File: config.mk
export PLATFORM = sky130hd
export DESIGN_NAME = rxaddr_filter
export DESIGN_NICKNAME = d
export VERILOG_FILES = /design/src/rtl/rxaf_pkg.sv /design/src/rtl/rxaf_store.sv /design/src/rtl/rxaf_match.sv /design/src/rtl/rxaf_policy.sv /design/src/rtl/rxaddr_filter.sv
export SDC_FILE = /design/constraint.sdc
export NUM_CORES = 1
export LEC_CHECK = 0
export BUFFER_PORTS_ARGS = -buffer_cell sky130_fd_sc_hd__buf_2
export CAP_MARGIN = 20
export CELL_PAD_IN_SITES_DETAIL_PLACEMENT = 2
export CELL_PAD_IN_SITES_GLOBAL_PLACEMENT = 2
export CORE_MARGIN = 4
export CORE_UTILIZATION = 28
export DETAILED_ROUTE_END_ITERATION = 6
export PLACE_DENSITY = 0.54
export SYNTH_ARGS = -nofsm -noshare
export SYNTH_HDL_FRONTEND = slang
export SYNTH_SLANG_ARGS = --single-unit
File: constraint.sdc
create_clock -name clk -period 13.62 [get_ports clk]
set_input_delay 2.724 -clock clk [delete_from_list [all_inputs] [get_ports clk]]
set_output_delay 2.724 -clock clk [all_outputs]
set_load 0.05 [all_outputs]
File: src/rtl/rxaf_pkg.sv
package rxaf_pkg;
   localparam int MODE_W       = 4;
   localparam int MODE_IA_EN   = 0;
   localparam int MODE_ALLMC   = 1;
   localparam int MODE_PROMISC = 2;
   localparam int MODE_BC_REJ  = 3;

   typedef struct packed {
      logic accept;
      logic phys;
      logic bcast;
      logic match;
   } rxaf_verdict_t;
endpackage

File: src/rtl/rxaf_store.sv
module rxaf_store #(
   parameter int NUM_SLOTS  = 10,
   parameter int ADDR_BYTES = 6,
   parameter int WIN_BYTES  = 8,
   parameter int PAGE_W     = 8,
   parameter int OFF_W      = 4,
   parameter int BASE_PAGE  = 'h50
) (
   input  logic                              clk,
   input  logic                              rst_n,
   input  logic                              cfg_we,
   input  logic [PAGE_W-1:0]                 cfg_page,
   input  logic [OFF_W-1:0]                  cfg_off,
   input  logic [7:0]                        cfg_wdata,
   output logic [7:0]                        cfg_rdata,
   output logic [NUM_SLOTS*ADDR_BYTES*8-1:0] slots_flat
);
   localparam int TOTAL  = NUM_SLOTS * ADDR_BYTES;
   localparam int NPAGES = (TOTAL + WIN_BYTES - 1) / WIN_BYTES;
   localparam int IDX_W  = $clog2(TOTAL);
   localparam int LIN_W  = PAGE_W + OFF_W;

   if (2 * WIN_BYTES > (1 << OFF_W)) begin : g_bad_off
      $error("offset field too narrow for the window");
   end
   if (BASE_PAGE + NPAGES > (1 << PAGE_W)) begin : g_bad_page
      $error("page range exceeds page field");
   end

   logic [7:0]        mem [TOTAL];
   logic [PAGE_W-1:0] page_rel;
   logic [LIN_W-1:0]  lin;
   logic              in_pages, off_ok, hit;
   logic [IDX_W-1:0]  idx;

   always_comb begin
      page_rel = cfg_page - PAGE_W'(BASE_PAGE);
      in_pages = (cfg_page >= PAGE_W'(BASE_PAGE)) && (page_rel < PAGE_W'(NPAGES));
      off_ok   = ({1'b0, cfg_off} >= (OFF_W+1)'(WIN_BYTES)) &&
                 ({1'b0, cfg_off} <  (OFF_W+1)'(2 * WIN_BYTES));
      lin      = LIN_W'(page_rel) * LIN_W'(WIN_BYTES) +
                 LIN_W'(cfg_off - OFF_W'(WIN_BYTES));
      hit      = in_pages && off_ok && (lin < LIN_W'(TOTAL));
      idx      = lin[IDX_W-1:0];
   end

   always_ff @(posedge clk or negedge rst_n) begin
      if (!rst_n) begin
         for (int i = 0; i < TOTAL; i++) mem[i] <= '0;
      end else if (cfg_we && hit) begin
         mem[idx] <= cfg_wdata;
      end
   end

   assign cfg_rdata = hit ? mem[idx] : 8'h00;

   for (genvar i = 0; i < TOTAL; i++) begin : g_flat
      assign slots_flat[i*8 +: 8] = mem[i];
   end
endmodule

File: src/rtl/rxaf_match.sv
module rxaf_match #(
   parameter int NUM_SLOTS = 10,
   parameter int ADDR_W    = 48
) (
   input  logic [NUM_SLOTS*ADDR_W-1:0] slots_flat,
   input  logic [ADDR_W-1:0]           dst_addr,
   input  logic                        ia_en,
   output logic                        any_match
);
   logic [NUM_SLOTS-1:0] hits;

   for (genvar s = 0; s < NUM_SLOTS; s++) begin : g_slot
      logic eq;
      assign eq = (slots_flat[s*ADDR_W +: ADDR_W] == dst_addr);
      if (s == 0) begin : g_fixed
         assign hits[s] = eq;
      end else begin : g_gated
         assign hits[s] = eq & ia_en;
      end
   end

   assign any_match = |hits;
endmodule

File: src/rtl/rxaf_policy.sv
module rxaf_policy
   import rxaf_pkg::*;
#(
   parameter int ADDR_W = 48
) (
   input  logic              clk,
   input  logic              rst_n,
   input  logic              dst_valid,
   input  logic [ADDR_W-1:0] dst_addr,
   input  logic [MODE_W-1:0] mode_bits,
   input  logic              hash_hit,
   input  logic              any_match,
   output logic              res_valid,
   output rxaf_verdict_t     verdict
);
   rxaf_verdict_t nxt;
   logic          is_mc, is_bc;

   always_comb begin
      is_mc      = dst_addr[0];
      is_bc      = &dst_addr;
      nxt.match  = any_match;
      nxt.bcast  = is_bc;
      nxt.phys   = ~is_mc;
      nxt.accept = any_match
                 | (is_bc & ~mode_bits[MODE_BC_REJ])
                 | (is_mc & ~is_bc & (mode_bits[MODE_ALLMC] | hash_hit))
                 | (~is_mc & mode_bits[MODE_PROMISC]);
   end

   always_ff @(posedge clk or negedge rst_n) begin
      if (!rst_n) begin
         res_valid <= 1'b0;
         verdict   <= '0;
      end else begin
         res_valid <= dst_valid;
         if (dst_valid) verdict <= nxt;
      end
   end
endmodule

File: src/rtl/rxaddr_filter.sv
module rxaddr_filter
   import rxaf_pkg::*;
#(
   parameter int NUM_SLOTS  = 10,
   parameter int ADDR_BYTES = 6,
   parameter int WIN_BYTES  = 8,
   parameter int PAGE_W     = 8,
   parameter int OFF_W      = 4,
   parameter int BASE_PAGE  = 'h50
) (
   input  logic                     clk,
   input  logic                     rst_n,
   input  logic                     cfg_we,
   input  logic [PAGE_W-1:0]        cfg_page,
   input  logic [OFF_W-1:0]         cfg_off,
   input  logic [7:0]               cfg_wdata,
   output logic [7:0]               cfg_rdata,
   input  logic                     dst_valid,
   input  logic [ADDR_BYTES*8-1:0]  dst_addr,
   input  logic [MODE_W-1:0]        mode_bits,
   input  logic                     hash_hit,
   output logic                     res_valid,
   output logic                     res_accept,
   output logic                     res_phys,
   output logic                     res_bcast,
   output logic                     res_match
);
   localparam int ADDR_W = ADDR_BYTES * 8;

   logic [NUM_SLOTS*ADDR_W-1:0] slots_flat;
   logic                        any_match;
   rxaf_verdict_t               verdict;

   rxaf_store #(
      .NUM_SLOTS(NUM_SLOTS), .ADDR_BYTES(ADDR_BYTES), .WIN_BYTES(WIN_BYTES),
      .PAGE_W(PAGE_W), .OFF_W(OFF_W), .BASE_PAGE(BASE_PAGE)
   ) u_store (
      .clk(clk), .rst_n(rst_n), .cfg_we(cfg_we), .cfg_page(cfg_page),
      .cfg_off(cfg_off), .cfg_wdata(cfg_wdata), .cfg_rdata(cfg_rdata),
      .slots_flat(slots_flat)
   );

   rxaf_match #(.NUM_SLOTS(NUM_SLOTS), .ADDR_W(ADDR_W)) u_match (
      .slots_flat(slots_flat), .dst_addr(dst_addr),
      .ia_en(mode_bits[MODE_IA_EN]), .any_match(any_match)
   );

   rxaf_policy #(.ADDR_W(ADDR_W)) u_policy (
      .clk(clk), .rst_n(rst_n), .dst_valid(dst_valid), .dst_addr(dst_addr),
      .mode_bits(mode_bits), .hash_hit(hash_hit), .any_match(any_match),
      .res_valid(res_valid), .verdict(verdict)
   );

   assign res_accept = verdict.accept;
   assign res_phys   = verdict.phys;
   assign res_bcast  = verdict.bcast;
   assign res_match  = verdict.match;
endmodule

# Word-level counts from Yosys, hierarchy flattened
# Cells that the tools add are included.
[word_totals]
input_bits = 77
reg_bits = 485
elab_cells = 119
[classes]
magnitude_cmp = 6
eq_ne = 10
n_reduce_logical = 7
muxes = 7
n_addsub = 3
bitwise = 21
[ops]
columns = ["operator", "count"]
rows = [
  ["bitwise mux 480 bit", 1],
  ["equality test 48 bit", 10],
  ["binary-select mux 8 bit (select 6 bit)", 1],
  ["demux 8 bit (select 6 bit)", 1],
  ["AND reduction 48 bit", 1],
  ["2-to-1 mux 8 bit", 4],
  ["bitwise AND 1 bit", 13],
  ["adder 11 x 12 -> 12 bit", 1],
  ["< comparator 12 x 6 -> 1 bit (second input constant)", 1],
  ["OR reduction 10 bit", 1],
  ["greater-or-equal comparator 8 x 7 -> 1 bit (second input constant)", 1],
  ["< comparator 8 x 4 -> 1 bit (second input constant)", 1],
  ["subtractor 8 x 7 -> 8 bit (second input constant)", 1],
  ["greater-or-equal comparator 7 bit (second input constant)", 1],
  ["< comparator 7 x 1 -> 1 bit (second input constant)", 1],
  ["NOT 6 -> 7 bit", 1],
  ["logical AND 1 bit", 5],
  ["subtractor 4 x 4 -> 5 bit (second input constant)", 1],
  ["greater-or-equal comparator 4 bit (second input constant)", 1],
  ["bitwise OR 1 bit", 4],
  ["NOT 1 bit", 3],
]

# Depth between registers and ports, before layout
# Gate-level depths: netlist (run 1).
[depth]
word_depth = 8
depth_mapped = 13

# Modules after synthesis
# From an unflattened synthesis (run 1), not the netlist that was laid out.
[hier_totals]
cells_unflattened = 2352
area_unflattened_um2 = 29220.5
[modules_own_cells]
columns = ["mod", "seq_area_each_um2", "cells_each", "area_each_um2", "n_inst"]
rows = [
  ["rxaf_store", 12011.5, 1625, 23099.7, 1],
  ["rxaf_match", 0.0, 691, 5729.2, 1],
  ["rxaf_policy", 125.1, 36, 391.6, 1],
]

# Worst setup path before layout (run 1)
# OpenSTA, ideal clock, no wires.
[synth_path]
path_type = "input -> output"
startpoint = "in cfg_off[3]"
endpoint = "out cfg_rdata[0]"
required_ns = 10.896
n_path_buf = 1
slack_ns = 4.008
stages = 11
arrival_ns = 6.888
path_cell_list = "inv_1 > ha_1 > fa_1 > xor2_1 > and3_1 > a211o_1 > or3_1 > nor4b_1 > clkbuf_1 > nand2_1 > nor4_1"
[synth_between]
elab_chain_len = 7
[synth_rtl]
columns = ["item", "line_no", "text"]
rows = [
  ["start: declaration", "rxaddr_filter.sv:15", "input logic [OFF_W-1:0] cfg_off,"],
  ["subtractor 4 x 4 -> 5 bit", "rxaf_store.sv:42", "LIN_W'(cfg_off - OFF_W'(WIN_BYTES));"],
  ["adder 11 x 12 -> 12 bit", "rxaf_store.sv:41", "lin = LIN_W'(page_rel) * LIN_W'(WIN_BYTES) +"],
  ["NOT 6 -> 7 bit (not written as such)", "rxaf_store.sv:55", "assign cfg_rdata = hit ? mem[idx] : 8'h00;"],
  ["binary-select mux 8 bit (select 6 bit)", "rxaf_store.sv:55", ""],
  ["2-to-1 mux 8 bit (not written as such) (2 in series)", "rxaf_store.sv:55", ""],
  ["2-to-1 mux 8 bit (*)", "rxaf_store.sv:55", ""],
  ["end: declaration", "rxaddr_filter.sv:17", "output logic [7:0] cfg_rdata,"],
]
# Mark *: on every way between the ends. The rest lies on a longest branch, timed or not. The select of a mux whose other input is x is not followed.

# Final worst setup path (run 1)
[layout_path]
startpoint = "in cfg_off[3]"
endpoint = "out cfg_rdata[2]"
# The elaborated chain is that of the path after synthesis.

==> summary.json, run 1 <==
{
  "hold_path": {
    "min_path_type": "reg2reg"
  },
  "timing": {
    "hold_viol_final": 0,
    "max_freq_mhz": 98.8,
    "report.final.slew_viol_count": 0,
    "final.period_utilization_pct": 74.3,
    "finalClockSkew_ns": 0.0144,
    "fin_worst_hold_slack_ns": 0.512,
    "setup_total_negative_slack_ns": 0,
    "layout_setup_ws_ns": 3.50,
    "max_slew.worst_pin.slew_ns": 1.19,
    "final.min_clock_period_ns": 10.12,
    "timing.slew.headroom_pct": 20.5,
    "finalSetupViolations": 0,
    "grt_setup_unrepaired": "false"
  },
  "layout": {
    "ff_latch_area_sq_um": 12100,
    "post_route_cells_drive_above_1_share_pct": 31.8,
    "areaGrowthSynthToFinish_pct": 14.8,
    "layout.cell_area.non_filler_sq_um": 31600,
    "postLayoutCoreUtil_pct": 32.6,
    "final_nets": 2527,
    "multiInputGateArea_sq_um": 14700,
    "finalNonFillerCells": 3765,
    "fillers": 10200
  },
  "routing": {
    "vias_per_cell": 5.93,
    "drc_errors": 0,
    "drt.antenna.violating_nets": 0,
    "drt_first_pass_iters": 7,
    "routed_length_per_instance_um": 38.8,
    "drt_iter0_markers": 2217,
    "drt_wl_total_um": 146000,
    "via_count": 22300
  },
  "die": {
    "fp.coreArea_sq_um": 97100,
    "initial_cell_density_of_the_core_pct": 28.4,
    "die_h_um": 322,
    "chipWidth_um": 322,
    "floorplan.rows": 114,
    "boundaryPins": 90,
    "die_area_sq_um": 103000
  },
  "placement": {
    "detailed_placer_s_ending_hpwl_um": 94700,
    "gpl.final_weighted_congestion": 0.911,
    "port-buffer-count": 89,
    "dpl-instance-area_sq_um": 29600,
    "pre_cts_ws_ns": 3.58,
    "place_inst": 3654
  },
  "synth": {
    "synth-edff-count": 0,
    "post_synth_main_area_contributors": "sky130_fd_sc_hd__dfrtp_1, sky130_fd_sc_hd__mux2_2, sky130_fd_sc_hd__xor2_1",
    "postSynthRegisterBits": 485,
    "dominant_register_cell_in_the_synthesized_netlist": "sky130_fd_sc_hd__dfrtp_1",
    "post_synthesis_cells": 2385,
    "synthTopCellsByCount": "sky130_fd_sc_hd__dfrtp_1, sky130_fd_sc_hd__mux2_2, sky130_fd_sc_hd__xor2_1, sky130_fd_sc_hd__o22ai_1, sky130_fd_sc_hd__xnor2_1",
    "synth_top_area_cell": "sky130_fd_sc_hd__dfrtp_1",
    "synthesis.yosys.warnings": 0,
    "synth.cell_area_sq_um": 27500,
    "post-synth-top-area-fraction_pct": 44.1,
    "synth-async-reset-ratio_pct": 100,
    "synth.yosys.seq_area_share_pct": 44.1,
    "average_footprint_of_a_synthesized_cell_sq_um": 11.6,
    "netlist-cell-type-count": 57,
    "synth_fp_nets": 2473,
    "synth_most_common_cell": "sky130_fd_sc_hd__dfrtp_1"
  },
  "worst_setup_path": {
    "arrival_ns": 7.40,
    "worstPathRequired_ns": 10.90,
    "end_kind": "output port",
    "crit_fanout": 12,
    "critical-path-max-stage-delay_ns": 0.70,
    "cp_cell_sequence": "buf_2, inv_1, ha_1, fa_1, xor2_1, and3_1, a211o_1, or3_1, nor4b_2, nand2_1, nor4_1, buf_2",
    "startpoint_class": "input pin",
    "critical-path-top-cell-by-count": "sky130_fd_sc_hd__buf_2",
    "timing.setup.critical_path_class": "in2out",
    "critPathSlowestCell": "sky130_fd_sc_hd__nor4_1"
  },
  "pwr": {
    "power.density_nw_per_um2": 114,
    "fin_total_pwr_mw": 3.59,
    "peakVddDrop_v": 0.0000973,
    "leakage_component_of_the_power_nw": 15.1
  },
  "outcome": {
    "outcome": "finished clean"
  },
  "run": {
    "cap_viol_max_count": 0
  },
  "global_route": {
    "grtUsageMet1_pct": 38.4,
    "first_global_vias": 23600,
    "maximum_number_of_pins_on_one_net_before_global_route_repair": 95,
    "grt_remaining_overflow": 0,
    "grt_most_used_layer": "met2",
    "global_route.usage.total_pct": 27.6,
    "grt_pass1_wl_um": 200000,
    "use_met3_pct": 4.87,
    "initial_antenna_violation_count": 1,
    "gr-usage-met2_pct": 42.2
  },
  "clock_network": {
    "maximum_number_of_buffers_from_clock_root_to_sink": 3,
    "cts_tree": "done",
    "clock_insertion_delay_worst_skew_ns": 0.64,
    "master_cell_of_the_clock_root_buffer": "sky130_fd_sc_hd__clkbuf_16",
    "post_cts_setup_repair_buffer_count": 0,
    "cts.htree.levels": 2,
    "hold_buffers": 0,
    "cts-resized-gates": 0,
    "clk_transition_reported_paths_ns": 0.06,
    "cts_made_buffers": 57,
    "cts_sinks": 485
  }
}
-- flip-flops by register name (all words and copies together) (netlist names) --
register	count
u_store.slots_flat	480
u_policy.verdict	4
u_policy.res_valid	1
-- cell usage in the layout, fill, tap and decap left out, drive strengths merged, types with 33 or more instances in the layout --
master / synthesis / routed
buf: 62 / 179
mux2: 482 / 482
nand4: 103 / 103
o22ai: 201 / 201
xnor2: 151 / 151
dfrtp: 485 / 485
clkbuf: 123 / 80
xor2: 338 / 338
a22oi: 33 / 33
nor2: 67 / 67
nor4: 156 / 156
-- report_power, final --
group | switching [mW] | internal [mW] | total, mW
Sequential | 0.000855 | 1.44 | 1.44
Combinational | 0.388 | 0.118 | 0.506
Clock | 0.689 | 0.956 | 1.65
-- layout make-up --
type / count / share of cell area [%]
clock inverter: 29 / 1.03
timing repair buffer: 180 / 3.66
multi-input combinational: 1703 / 46.6
inverter: 12 / 0.142
antenna: 1 / 0.00791
sequential: 485 / 38.4
clock buffer: 79 / 5.19
tap: 1276 / 5.05
-- final timing paths --
kind                                                          from                             endpoint  slack, ns  cells after the start
worst max-delay path                                    cfg_off[3]                         cfg_rdata[2]       3.50                     12
worst min-delay path               u_policy.verdict[0]$_DFFE_PN0P_      u_policy.verdict[0]$_DFFE_PN0P_       0.51                      1
worst max register to register  u_store.slots_flat[51]$_DFFE_PN0P_      u_policy.verdict[0]$_DFFE_PN0P_      10.09                      7
worst min register to register     u_policy.verdict[0]$_DFFE_PN0P_      u_policy.verdict[0]$_DFFE_PN0P_       0.51                      1
max in group asynchronous                                    rst_n  u_store.slots_flat[477]$_DFFE_PN0P_       8.79                      4
min in group asynchronous                                    rst_n  u_store.slots_flat[210]$_DFFE_PN0P_       2.14                      1
-- layer usage --
| metal | wire (um) | vias up |
|---|---|---|
| met2 | 63500 | 1039 |
| met3 | 10500 | 302 |
| met1 | 64800 | 12000 |
| li1 | - | 8938 |
| met5 | 13 | - |
| met4 | 7470 | 2 |
-- cell families after synthesis --
| kind of cell | after synthesis | share of synthesized area, % |
|---|---|---|
| AOI/OAI and AO/OA | 314 | 7.54 |
| xor gates and xnor gates | 489 | 15.5 |
| adders and majority gates | 11 | 0.527 |
| buffers and inverters | 197 | 2.84 |
| DFF | 485 | 44.1 |
| muxes | 485 | 20.1 |
| and+or+nand+nor | 404 | 9.38 |
-- critical path: cells and delay by family --
family	cells	cell delay (ns)
AOI/OAI and AO/OA	1	0.38
xor gates and xnor gates	1	0.25
adders and majority gates	2	0.72
buffers and inverters	3	0.72
and+or+nand+nor	5	2.60
Note: power is estimated with default switching activity, not from simulation.
==> run 2, diff against run 1 <==
--- a/config.mk
+++ b/config.mk
@@ -5,6 +5,7 @@
 export SDC_FILE = /design/constraint.sdc
 export NUM_CORES = 1
 export LEC_CHECK = 0
+export ABC_AREA = 1
 export BUFFER_PORTS_ARGS = -buffer_cell sky130_fd_sc_hd__buf_2
 export CAP_MARGIN = 20
 export CELL_PAD_IN_SITES_DETAIL_PLACEMENT = 2
@@ -12,7 +13,7 @@
 export CORE_MARGIN = 4
 export CORE_UTILIZATION = 28
 export DETAILED_ROUTE_END_ITERATION = 6
-export PLACE_DENSITY = 0.54
+export PLACE_DENSITY = 0.66
 export SYNTH_ARGS = -nofsm -noshare
 export SYNTH_HDL_FRONTEND = slang
 export SYNTH_SLANG_ARGS = --single-unit
==> constraint.sdc (replaced) <==
create_clock -name clk -period 9.3 [get_ports clk]
set_input_delay 1.86 -clock clk [delete_from_list [all_inputs] [get_ports clk]]
set_output_delay 1.86 -clock clk [all_outputs]
set_load 0.05 [all_outputs]
==> summary.json, run 2 <==
{
  "routing": {
    "drc_errors": {"value": 3, "change": "+3"},
    "drt_wl_total": {"value": 239000, "unit": "um", "change": "+64%"},
    "via_count": {"value": 40600, "change": "+82%"},
    "drt_iter0_markers": {"value": 4892, "change": "+120%"},
    "vias_per_cell": {"value": 5.78, "change": "-2.4%"},
    "drt_first_pass_iters": {"value": 7, "change": "unchanged"},
    "routed_length_per_instance": {"value": 34.1, "unit": "um", "change": "-12%"},
    "drt.antenna.violating_nets": {"value": 0, "change": "unchanged"}
  },
  "synth": {
    "post_synthesis_cells": {"value": 5340, "change": "+120%"},
    "synth_most_common_cell": "sky130_fd_sc_hd__nand2_1",
    "synthTopCellsByCount": "sky130_fd_sc_hd__nand2_1, sky130_fd_sc_hd__inv_1, sky130_fd_sc_hd__nand4_1, sky130_fd_sc_hd__dfrtp_1, sky130_fd_sc_hd__nor2_1",
    "synth-edff-count": {"value": 0, "change": "unchanged"},
    "synth-async-reset-ratio": {"value": 100, "unit": "%", "change": "unchanged"},
    "synth.yosys.seq_area_share": {"value": 34.4, "unit": "%", "change": "-9.6 points"},
    "synthesis.yosys.warnings": {"value": 0, "change": "unchanged"},
    "netlist-cell-type-count": {"value": 42, "change": "-26%"},
    "average_footprint_of_a_synthesized_cell": {"value": 6.61, "unit": "sq um", "change": "-43%"},
    "dominant_register_cell_in_the_synthesized_netlist": "sky130_fd_sc_hd__dfrtp_1",
    "postSynthRegisterBits": {"value": 485, "change": "unchanged"},
    "synth_top_area_cell": "sky130_fd_sc_hd__dfrtp_1",
    "synth_fp_nets": {"value": 5428, "change": "+120%"},
    "post-synth-top-area-fraction": {"value": 34.4, "unit": "%", "change": "-9.6 points"},
    "post_synth_main_area_contributors": "sky130_fd_sc_hd__dfrtp_1, sky130_fd_sc_hd__nand2_1, sky130_fd_sc_hd__inv_1",
    "synth.cell_area": {"value": 35300, "unit": "sq um", "change": "+28%"}
  },
  "die": {
    "die_area": {"value": 132000, "unit": "sq um", "change": "+27%"},
    "floorplan.rows": {"value": 129, "change": "+13%"},
    "boundaryPins": {"value": 90, "change": "unchanged"},
    "fp.coreArea": {"value": 124000, "unit": "sq um", "change": "+28%"},
    "chipWidth": {"value": 363, "unit": "um", "change": "+13%"},
    "initial_cell_density_of_the_core": {"value": 28.3, "unit": "%", "change": "about the same"},
    "die_h": {"value": 363, "unit": "um", "change": "+13%"}
  },
  "global_route": {
    "initial_antenna_violation_count": {"value": 20, "change": "+19"},
    "global_route.usage.total": {"value": 35.4, "unit": "%", "change": "+7.8 points"},
    "first_global_vias": {"value": 40400, "change": "+71%"},
    "maximum_number_of_pins_on_one_net_before_global_route_repair": {"value": 171, "change": "+80%"},
    "grt_pass1_wl": {"value": 328000, "unit": "um", "change": "+64%"},
    "grt_remaining_overflow": {"value": 0, "change": "unchanged"}
  },
  "clock_network": {
    "clock_insertion_delay_worst_skew": {"value": 0.68, "unit": "ns", "change": "+0.04 ns"},
    "cts-resized-gates": {"value": 0, "change": "unchanged"},
    "cts.htree.levels": {"value": 3, "change": "+1"},
    "master_cell_of_the_clock_root_buffer": "sky130_fd_sc_hd__clkbuf_16",
    "cts_made_buffers": {"value": 69, "change": "+21%"},
    "cts_sinks": {"value": 485, "change": "unchanged"},
    "cts_tree": "done",
    "hold_buffers": {"value": 0, "change": "unchanged"},
    "maximum_number_of_buffers_from_clock_root_to_sink": {"value": 3, "change": "unchanged"},
    "clk_transition_reported_paths": {"value": 0.06, "unit": "ns", "change": "about the same"},
    "post_cts_setup_repair_buffer_count": {"value": 0, "change": "unchanged"}
  },
  "timing": {
    "max_slew.worst_pin.slew": {"value": 1.28, "unit": "ns", "change": "+0.0940 ns"},
    "final.min_clock_period_ns": 7.44,
    "hold_viol_final": {"value": 0, "change": "unchanged"},
    "grt_setup_unrepaired": "false",
    "layout_setup_ws": {"value": 1.86, "unit": "ns", "change": "-1.64 ns"},
    "finalSetupViolations": {"value": 0, "change": "unchanged"},
    "report.final.slew_viol_count": {"value": 0, "change": "unchanged"},
    "setup_total_negative_slack": {"value": 0, "unit": "ns", "change": "unchanged"},
    "max_freq_mhz": 134,
    "final.period_utilization_pct": 80.0,
    "timing.slew.headroom": {"value": 14.4, "unit": "%", "change": "-6.1 points"},
    "finalClockSkew": {"value": 0.0236, "unit": "ns", "change": "+0.00926 ns"}
  },
  "worst_setup_path": {
    "critPathTopFamily": "simple AND/OR/NAND/NOR gates",
    "capture_point_of_the_worst_reg_to_reg_path": "u_policy.verdict[3]$_DFFE_PN0P_",
    "critPathSlowestCell": "sky130_fd_sc_hd__nand3_2",
    "crit_fanout": {"value": 30, "change": "+18"},
    "critical-path-top-cell-by-count": "sky130_fd_sc_hd__nor2_1",
    "rr_startpoint": "u_store.slots_flat[245]$_DFFE_PN0P_",
    "end_kind": "output port",
    "cp_cell_sequence": "buf_2, inv_1, nand3_2, buf_4, o22ai_1, nor2_1, nand2_1, o21ai_0, nand4_1, nor2_1, nor2_1, buf_2",
    "arrival": {"value": 5.58, "unit": "ns", "change": "-1.82 ns"},
    "timing.setup.critical_path_class": "in2out",
    "crit_buf_inv": {"value": 4, "change": "+1"},
    "startpoint_class": "input pin",
    "critical-path-max-stage-delay": {"value": 0.80, "unit": "ns", "change": "+0.10 ns"},
    "r2r_cells": {"value": 12, "change": "+5"},
    "worstPathRequired": {"value": 7.44, "unit": "ns", "change": "-3.46 ns"},
    "rrSetupSlack": {"value": 6.34, "unit": "ns", "change": "-3.75 ns"}
  },
  "pwr": {
    "power.density": {"value": 149, "unit": "nW/um^2", "change": "+31%"},
    "peakVddDrop": {"value": 0.000115, "unit": "V", "change": "+18%"},
    "leakage_component_of_the_power": {"value": 20.3, "unit": "nW", "change": "+35%"}
  },
  "layout": {
    "layout.cell_area.non_filler": {"value": 39700, "unit": "sq um", "change": "+25%"},
    "final_nets": {"value": 5405, "change": "+110%"},
    "most_used_cells_in_the_layout_excluding_fill_and_tap_cells": "sky130_fd_sc_hd__nand2_1, sky130_fd_sc_hd__inv_1, sky130_fd_sc_hd__nand4_1, sky130_fd_sc_hd__dfrtp_1, sky130_fd_sc_hd__nor2_1",
    "areaGrowthSynthToFinish_pct": 12.4,
    "final_common_cell": "sky130_fd_sc_hd__nand2_1",
    "post_route_cells_drive_above_1_share": {"value": 8.03, "unit": "%", "change": "-24 points"},
    "largest_reg_flops": {"value": 480, "change": "unchanged"}
  },
  "outcome": {
    "outcome": "complete, but fails checks",
    "violated_checks": "design-rule violations"
  },
  "hold_path": {
    "holdCritStartpoint": "u_policy.verdict[0]$_DFFE_PN0P_",
    "holdPathEnd": "u_policy.verdict[0]$_DFFE_PN0P_",
    "min_path_cells": {"value": 2, "change": "+1"},
    "min_path_type": "reg2reg"
  },
  "placement": {
    "dpl-instance-area": {"value": 37300, "unit": "sq um", "change": "+26%"},
    "detailed_placer_s_ending_hpwl": {"value": 156000, "unit": "um", "change": "+64%"},
    "pre_cts_ws": {"value": 1.98, "unit": "ns", "change": "-1.59 ns"},
    "port-buffer-count": {"value": 89, "change": "unchanged"},
    "gpl.final_weighted_congestion": {"value": 0.966, "change": "+6.0%"}
  },
  "run": {
    "cap_viol_max_count": {"value": 0, "change": "unchanged"}
  }
}
-- run 2: changes by cell type in the layout (fill, tap and decap cells not counted), sizes merged, moves of 27 or more --
| cell | previous run | this run |
|---|---|---|
| nand3 | 5 | 52 |
| inv | 13 | 1026 |
| nor2 | 67 | 313 |
| nor4 | 156 | 3 |
| o22ai | 201 | 114 |
| mux2 | 482 | 0 |
| xnor2 | 151 | 72 |
| nand2 | 19 | 2039 |
| xor2 | 338 | 91 |
| clkbuf | 80 | 107 |
| nand4 | 103 | 640 |
| a21oi | 16 | 45 |
| a221oi | 4 | 42 |
-- run 2: layout make-up --
| class | instances | area, sq um |
|---|---|---|
| Multi-Input combinational cell | 3533 | 17900 |
| Sequential cell | 485 | 12100 |
| Tap cell | 1637 | 2050 |
| Antenna cell | 9 | 22.5 |
| Inverter | 1048 | 3940 |
| Clock inverter | 16 | 208 |
| Timing Repair Buffer | 180 | 1270 |
| Fill cell | 15000 | 84800 |
| Clock buffer | 107 | 2130 |
-- run 2: worst max-delay path by stage --
stage               startpoint           end  cells after the start
floorplan           cfg_off[3]  cfg_rdata[0]                     14
global placement    cfg_off[3]  cfg_rdata[6]                     11
detailed placement  cfg_off[3]  cfg_rdata[6]                     11
CTS                 cfg_off[3]  cfg_rdata[6]                     11
global route        cfg_off[3]  cfg_rdata[6]                     11
finish              cfg_off[2]  cfg_rdata[6]                     12
-- run 2: metrics by stage --
step / std cells / power, mW / utilization (%) / hold slack [ns]
floorplan: 5340 / 2.52 / - / 0.540
global placement: 6882 / 3.00 / 29.9 / 0.464
detailed placement: 6882 / 3.01 / 29.9 / 0.473
CTS: 7005 / 5.90 / 31.8 / 0.493
global route: 7006 / 6.01 / 31.9 / 0.528
finish: 7015 / 5.90 / 31.9 / 0.487
-- run 2: power breakdown --
| part | internal (mW) | switching (mW) | leakage, nW | total [mW] |
|---|---|---|---|---|
| Clock | 1.71 | 1.18 | 1.16 | 2.89 |
| Combinational | 0.134 | 0.763 | 14.8 | 0.898 |
| Sequential | 2.11 | 0.00111 | 4.26 | 2.11 |
| Total | 3.96 | 1.95 | 20.3 | 5.90 |
-- run 2: kinds of logic (layout without fill, tap and decap cells) --
group                      count (synthesis)  in the layout  synth area share [%]
AOI/OAI and AO/OA                        284            284                  5.42
and+or+nand+nor                         3075           3075                  40.7
DFF                                      485            485                  34.4
buffers and inverters                   1322           1351                  15.0
xor gates and xnor gates                 163            163                  4.05
adders and majority gates                 11             11                 0.411
other                                      0              9                     0
-- run 2: worst reg2reg max path: cells and delay by family (launching register included) --
family                    cells  cell delay (ns)
xor gates and xnor gates      1             0.19
DFF                           1             0.45
and+or+nand+nor              11             2.24
-- run 2: routing by layer --
layer,vias up,global-route usage [%],wire length [um]
li1,16800,-,-
met1,21100,47.3,100000
met2,2056,52.1,100000
met3,605,7.70,21200
met4,10,21.9,17500
met5,-,0,60
